## src/rtl/psr_flag_unit.sv

```systemverilog
module psr_flag_unit #(
  parameter logic [7:0] RESET_STATUS = 8'h34
) (
  input  logic       clk,
  input  logic       rst_n,
  input  logic       exec_stb,
  input  logic [7:0] opcode,
  input  logic [7:0] imm,
  input  logic       emu_mode,
  input  logic       irq_entry,
  input  logic       restore_en,
  input  logic [7:0] restore_val,
  output logic [7:0] status
);

  localparam logic [7:0] OP_CLR_C = 8'h18;
  localparam logic [7:0] OP_SET_C = 8'h38;
  localparam logic [7:0] OP_CLR_D = 8'hD8;
  localparam logic [7:0] OP_SET_D = 8'hF8;
  localparam logic [7:0] OP_CLR_I = 8'h58;
  localparam logic [7:0] OP_SET_I = 8'h78;
  localparam logic [7:0] OP_CLR_V = 8'hB8;
  localparam logic [7:0] OP_MCLR  = 8'hC2;
  localparam logic [7:0] OP_MSET  = 8'hE2;
  localparam logic [7:0] MODE_BITS = 8'h30;

  localparam int B_C = 0;
  localparam int B_I = 2;
  localparam int B_D = 3;
  localparam int B_V = 6;

  logic [7:0] sr;
  logic [7:0] mask;
  logic [7:0] op_res;
  logic [7:0] nxt;

  assign mask = emu_mode ? (imm & ~MODE_BITS) : imm;

  always_comb begin
    op_res = sr;
    unique case (opcode)
      OP_CLR_C: op_res[B_C] = 1'b0;
      OP_SET_C: op_res[B_C] = 1'b1;
      OP_CLR_D: op_res[B_D] = 1'b0;
      OP_SET_D: op_res[B_D] = 1'b1;
      OP_CLR_I: op_res[B_I] = 1'b0;
      OP_SET_I: op_res[B_I] = 1'b1;
      OP_CLR_V: op_res[B_V] = 1'b0;
      OP_MCLR:  op_res = sr & ~mask;
      OP_MSET:  op_res = sr | mask;
      default:  op_res = sr;
    endcase
  end

  always_comb begin
    if (restore_en)    nxt = restore_val;
    else if (exec_stb) nxt = op_res;
    else               nxt = sr;
    if (!restore_en && irq_entry) nxt[B_I] = 1'b1;
    if (emu_mode) nxt = nxt | MODE_BITS;
  end

  always_ff @(posedge clk or negedge rst_n) begin
    if (!rst_n) sr <= RESET_STATUS;
    else        sr <= nxt;
  end

  assign status = sr;

endmodule

```

## config.mk

```make
export PLATFORM = sky130hd
export DESIGN_NAME = psr_flag_unit
export DESIGN_NICKNAME = d
export VERILOG_FILES = /design/src/rtl/psr_flag_unit.sv
export SDC_FILE = /design/constraint.sdc
export NUM_CORES = 1
export LEC_CHECK = 0
export ABC_AREA = 0
export BUFFER_PORTS_ARGS = -buffer_cell sky130_fd_sc_hd__buf_2
export CAP_MARGIN = 0
export CELL_PAD_IN_SITES_DETAIL_PLACEMENT = 2
export CELL_PAD_IN_SITES_GLOBAL_PLACEMENT = 2
export CORE_ASPECT_RATIO = 0.8
export CORE_UTILIZATION = 22
export DETAILED_ROUTE_END_ITERATION = 12
export PLACE_DENSITY_LB_ADDON = 0.1
export SETUP_SLACK_MARGIN = 0.1
export SLEW_MARGIN = 15
export SYNTH_ARGS = -nofsm -noshare
export SYNTH_HDL_FRONTEND = slang
export SYNTH_SLANG_ARGS = --single-unit
export TNS_END_PERCENT = 5
```

## constraint.sdc

```tcl
create_clock -name clk -period 1.2 [get_ports clk]
set_input_delay 0.06 -clock clk [delete_from_list [all_inputs] [get_ports clk]]
set_output_delay 0.06 -clock clk [all_outputs]
set_load 0.02 [all_outputs]
```

==> results of run 1 <==
cells in the final DEF (no fill, tap or decap), types with 3 or more instances in the layout:
master,instances
clkbuf_4,3
buf_4,11
dfstp_2,3
inv_1,3
buf_2,37
a221o_1,4
a21oi_1,4
mux2i_1,3
nand2_1,5
dfrtp_1,4
per-layer routing:
metal | vias up | wire (µm) | track usage [%]
met5 | - | 0 | 0
met3 | 0 | 105 | 5.04
met4 | 0 | 0 | 1.14
met2 | 19 | 1110 | 25.6
met1 | 367 | 1160 | 25.8
li1 | 363 | - | -
power groups by stage:
| stage | combinational, mW | sequential (mW) | clock (mW) |
|---|---|---|---|
| 5_1_grt | 0.279 | 0.318 | 0.265 |
| 3_3_place_gp | 0.241 | 0.317 | 0 |
| 6_report | 0.256 | 0.314 | 0.228 |
| 2_1_floorplan | 0.0855 | 0.344 | 0 |
| 4_1_cts | 0.257 | 0.314 | 0.244 |
| 3_5_place_dp | 0.248 | 0.318 | 0 |
worst register-to-register path, stage by stage, from the launching register on:
cell and delay, ps:
dfrtp_2 430, a21boi_1 140, o41a_1 400
area by class of cell:
class,count,area [µm²]
Inverter,3,11.3
Tap cell,36,45.0
Timing Repair Buffer,49,278
Clock buffer,4,26.3
Multi-Input combinational cell,51,410
Sequential cell,8,205
Fill cell,310,1570
kinds of logic after synthesis:
kind of cell | synth area share (%)
AOI/OAI and AO/OA | 31.9
buffers and inverters | 2.66
DFF | 33.3
and+or+nand+nor | 25.4
muxes | 6.75
per-stage QoR:
step	TNS, ps	power [mW]	instance area (µm²)
after CTS	0	0.815	968
after global routing	0	0.861	976
after global placement	-483	0.558	921
after detailed placement	-759	0.566	921
final	0	0.799	976
after floorplan	0	0.430	613
cells in the mapped netlist:
master	instances	area share, %
dfrtp_1	5	20
nand2_1	5	3.1
a21oi_1	4	3.3
a221o_1	4	6.5
dfstp_2	3	13
inv_1	3	1.8
mux2i_1	3	4.9
o41ai_1	3	4.3
a21o_1	2	2.5
nand4bb_1	2	3.7
nor2b_1	2	2.0
nor3_1	2	1.6
o21ai_0	2	1.6
o21ai_1	2	1.6
o41a_1	2	3.7
a21boi_1	1	1.2
a2bb2oi_1	1	1.4
and2b_1	1	1.2
buf_2	1	0.82
mux2_2	1	1.8
nand2b_1	1	1.0
nand4_1	1	1.0
nand4b_1	1	1.4
nand4bb_2	1	2.7
nor2_1	1	0.61
nor2_2	1	1.0
nor3_2	1	1.6
nor3b_2	1	2.0
o211a_1	1	1.6
o211ai_1	1	1.2
o22a_1	1	1.4
o32ai_1	1	1.4
or2_1	1	1.0
or4_1	1	1.2
final timing paths:
| kind | start | end | slack [ps] | depth (start not counted) |
|---|---|---|---|---|
| setup / recovery | opcode[4] | status[0]$_DFFE_PN0P_ | 110 | 5 |
| max in group asynchronous | rst_n | status[2]$_DFF_PN1_ | 760 | 2 |
| setup reg to reg | status[0]$_DFFE_PN0P_ | status[0]$_DFFE_PN0P_ | 120 | 2 |
| hold reg to reg | status[3]$_DFFE_PN0P_ | status[3]$_DFFE_PN0P_ | 630 | 2 |
| hold / removal | restore_val[3] | status[3]$_DFFE_PN0P_ | 30 | 2 |
| min in group asynchronous | rst_n | status[1]$_DFFE_PN0P_ | 190 | 2 |
repair_timing:
| item | 4_1_cts | 5_1_grt |
|---|---|---|
| hold buffers | 1 | 0 |
| resized for setup | 3 | 1 |
| hold endpoints to repair | 8 | 0 |
| setup endpoints to repair | 1 | 4 |
==> results.toml, run 1 <==
[detailed_routing]
drt_iter0_markers = 12
drt-pass1-iter-count = 4
detail_route.wl_per_cell_um = 15.7
drc = 0
wl_mm = 2.37
vias_per_cell = 4.96
vias = 749
drtAntennaViolNets = 0

[sta]
fmax_mhz = 922
setup_viol = 0
slew_headroom_pct = 77.4
fin_crit_ps = 1090
fin_crit_sh_pct = 90.4
hold_ws_ps = 27.6
tightest_slew_ps = 334
rsz0062_at_grt = "true"
skew_ps = 0
layout_setup_ws_ps = 115
drv_slew = 0
final_hold_viol_count = 0

[setup_path]
critPathLaunchType = "input pin"
crit_buf_inv = 1
crit_family = "compound AO/OA/AOI/OAI gates"
crit_arrival_ps = 1220
critical_path_class = "input pin to flip-flop"
worstPathCellList = "buf_2, nand4bb_1, mux2i_1, a21boi_1, o41a_1"
required_ps = 1330
cp-end-kind = "flip-flop"
critPathMaxStageDelay_ps = 400
cp_max_fo = 4
cp_slowest_cell = "o41a_1"

[synth]
yosys_warnings = 0
syn_nets = 93
ys_seq_elements = 8
yosysUniqueCellTypes = 34
avgSynthCellArea_um2 = 9.71
ys_seq_area_share_pct = 33.3
synth_cells = 63
syn-cell-area_um2 = 612

[place]
port_buffers = 37
gp_congestion = 0.709
pre_cts_slack_ps = -161
dp_hpwl_mm = 1.97
dp_cells = 146

[die]
rows = 16
die_area_mm2 = 0.00300
core_mm2 = 0.00254
ios = 38
die_y_um = 49.2
start_util_pct = 24.1
chipWidth_um = 61.0

[finish]
diodes = 0
syn2layout_area_growth_pct = 59.5
drive_above_1_share_pct = 54.8
largest_reg_flops = 8
fin_util_pct = 38.4
nets = 146
fin_cells = 151

[power]
power.density_mw_per_mm2 = 818
p_clk_share_pct = 28.5
p_switching_mw = 0.249
p_leak_nw = 0.445
pwr-share-seq_pct = 39.4
combPwrFrac_pct = 32.1
swShare_pct = 31.2
p_int_mw = 0.550
irDropWorstVdd_mv = 0.436

[cts]
cts-htree-levels = 1
clkSlewWorstSetupHoldPaths_ps = 60
cts_root_buf = "clkbuf_4"
cts_tree = "done"
cts_setup_buffers = 0
cts_inserted_buffers = 3
clk_latency_ps = 250
cts_sinks = 8
cts_buffer_depth = 2

[run]
maxCapViolCount = 0

[global_routing]
grt_pass1_wl_mm = 3.77
grt_overflow_total = 0
grtUsageTotal_pct = 17.3
antenna_found_initial = 0
grt_max_degree = 13
grt_pass1_vias = 782

[status]
status = "completed"

[worst_hold_path]
hp-class = "input pin to flip-flop"
Note: power is estimated with default switching activity, not from simulation.
==> run 2, diff against run 1 <==
Settings changed: PLACE_DENSITY set to 0.88, PLACE_DENSITY_LB_ADDON 0.1 to not set.
==> results.toml, run 2 (synthesis results as in run 1) <==
[cts]
cts_tree = "done"
clkSlewWorstSetupHoldPaths_ps = 70
cts_sinks = 8
cts-htree-levels = 1
cts_inserted_buffers = 3
cts_buffer_depth = 2
cts_root_buf = "clkbuf_4"
clk_latency_ps = 280

[sta]
fin_crit_sh_pct = 93.2
skew_ps = 0
layout_setup_ws_ps = 81.7
fmax_mhz = 894
drv_slew = 0
tightest_slew_ps = 301
slew_headroom_pct = 79.7
rsz0062_at_grt = "true"
fin_crit_ps = 1120
final_hold_viol_count = 0
setup_viol = 0

[detailed_routing]
drt_iter0_markers = 17
drc = 0
vias = 762
wl_mm = 2.79
drt-pass1-iter-count = 4
drtAntennaViolNets = 0
vias_per_cell = 5.01
detail_route.wl_per_cell_um = 18.3

[place]
pre_cts_slack_ps = -136
gp_congestion = 0.837
port_buffers = 37
dp_cells = 145
dp_hpwl_mm = 2.15
placed_area_um2 = 913

[global_routing]
grtUsageTotal_pct = 20.0
grt_overflow_total = 0
antenna_found_initial = 0
grt_max_degree = 13
grt_pass1_wl_mm = 4.24
grt_pass1_vias = 796

[run]
maxCapViolCount = 0

[finish]
nets = 147
layout_commonest_cell = "buf_2"
diodes = 0
drive_above_1_share_pct = 55.2
syn2layout_area_growth_pct = 61.8
largest_reg_flops = 8
final_cell_mix = "buf_2, buf_4, nand2_1"
final_area_um2 = 990
fin_cells = 152
fin_util_pct = 38.9

[power]
irDropWorstVdd_mv = 0.418
power.density_mw_per_mm2 = 855
p_leak_nw = 0.454
fin_total_pwr_mw = 0.847

[setup_path]
cp-end-kind = "flip-flop"
critPathLaunchType = "flip-flop"
critical_path_class = "flip-flop to flip-flop"
cp_max_fo = 3
crit_arrival_ps = 1280
required_ps = 1360

[status]
status = "completed"

[die]
die_y_um = 49.2
rows = 16
die_area_mm2 = 0.00300
chipWidth_um = 61.0
start_util_pct = 24.1
core_mm2 = 0.00254
ios = 38

[worst_hold_path]
hp-class = "input pin to flip-flop"
==> run 2: final timing paths <==
path	from	to	slack [ps]	depth (start not counted)
max	status[6]$_DFFE_PN0P_	status[6]$_DFFE_PN0P_	80	3
min	restore_val[3]	status[3]$_DFFE_PN0P_	9	2
max reg2reg	status[6]$_DFFE_PN0P_	status[6]$_DFFE_PN0P_	80	3
min reg2reg	status[3]$_DFFE_PN0P_	status[3]$_DFFE_PN0P_	640	2
max in group asynchronous	rst_n	status[5]$_DFFE_PN1P_	800	2
min in group asynchronous	rst_n	status[7]$_DFFE_PN0P_	150	2
==> run 2: what timing repair did <==
| item | 4_1_cts | 5_1_grt |
|---|---|---|
| hold buffers | 1 | 0 |
| endpoints found under the setup margin | 1 | 7 |
| resized for setup | 3 | 2 |
| setup buffers | 0 | 2 |
| pin swaps | 0 | 1 |
| hold endpoints to repair | 8 | 0 |
==> run 2: worst max-delay path, stage by stage, from the launching register on <==
cell and delay (ps):
dfrtp_1 420, mux2i_1 190, o32ai_1 110, mux2_2 280
==> run 2: layout make-up <==
class | instances | area, µm²
Fill cell | 309 | 1550
Multi-Input combinational cell | 51 | 417
Timing Repair Buffer | 50 | 285
Sequential cell | 8 | 205
Tap cell | 36 | 45.0
Clock buffer | 4 | 26.3
Inverter | 3 | 11.3
==> run 2: where the power goes <==
group          internal, mW  switching (mW)
logic                 0.126           0.142
clock network         0.129           0.133
registers             0.298          0.0174
==> run 2: per-layer routing <==
layer | vias to the layer above | wire (µm) | global-route usage (%)
met3 | 5 | 112 | 5.04
met1 | 375 | 1320 | 29.5
li1 | 363 | - | -
met2 | 19 | 1320 | 29.9
met4 | 0 | 36 | 2.27
met5 | - | 0 | 0
==> run 2: through the flow <==
stage	TNS (ps)	hold WS, ps
2_1_floorplan	0	-236
3_3_place_gp	-428	-87.2
3_5_place_dp	-813	-81.2
4_1_cts	0	13.0
5_1_grt	-5.09	8.49
6_report	0	8.66
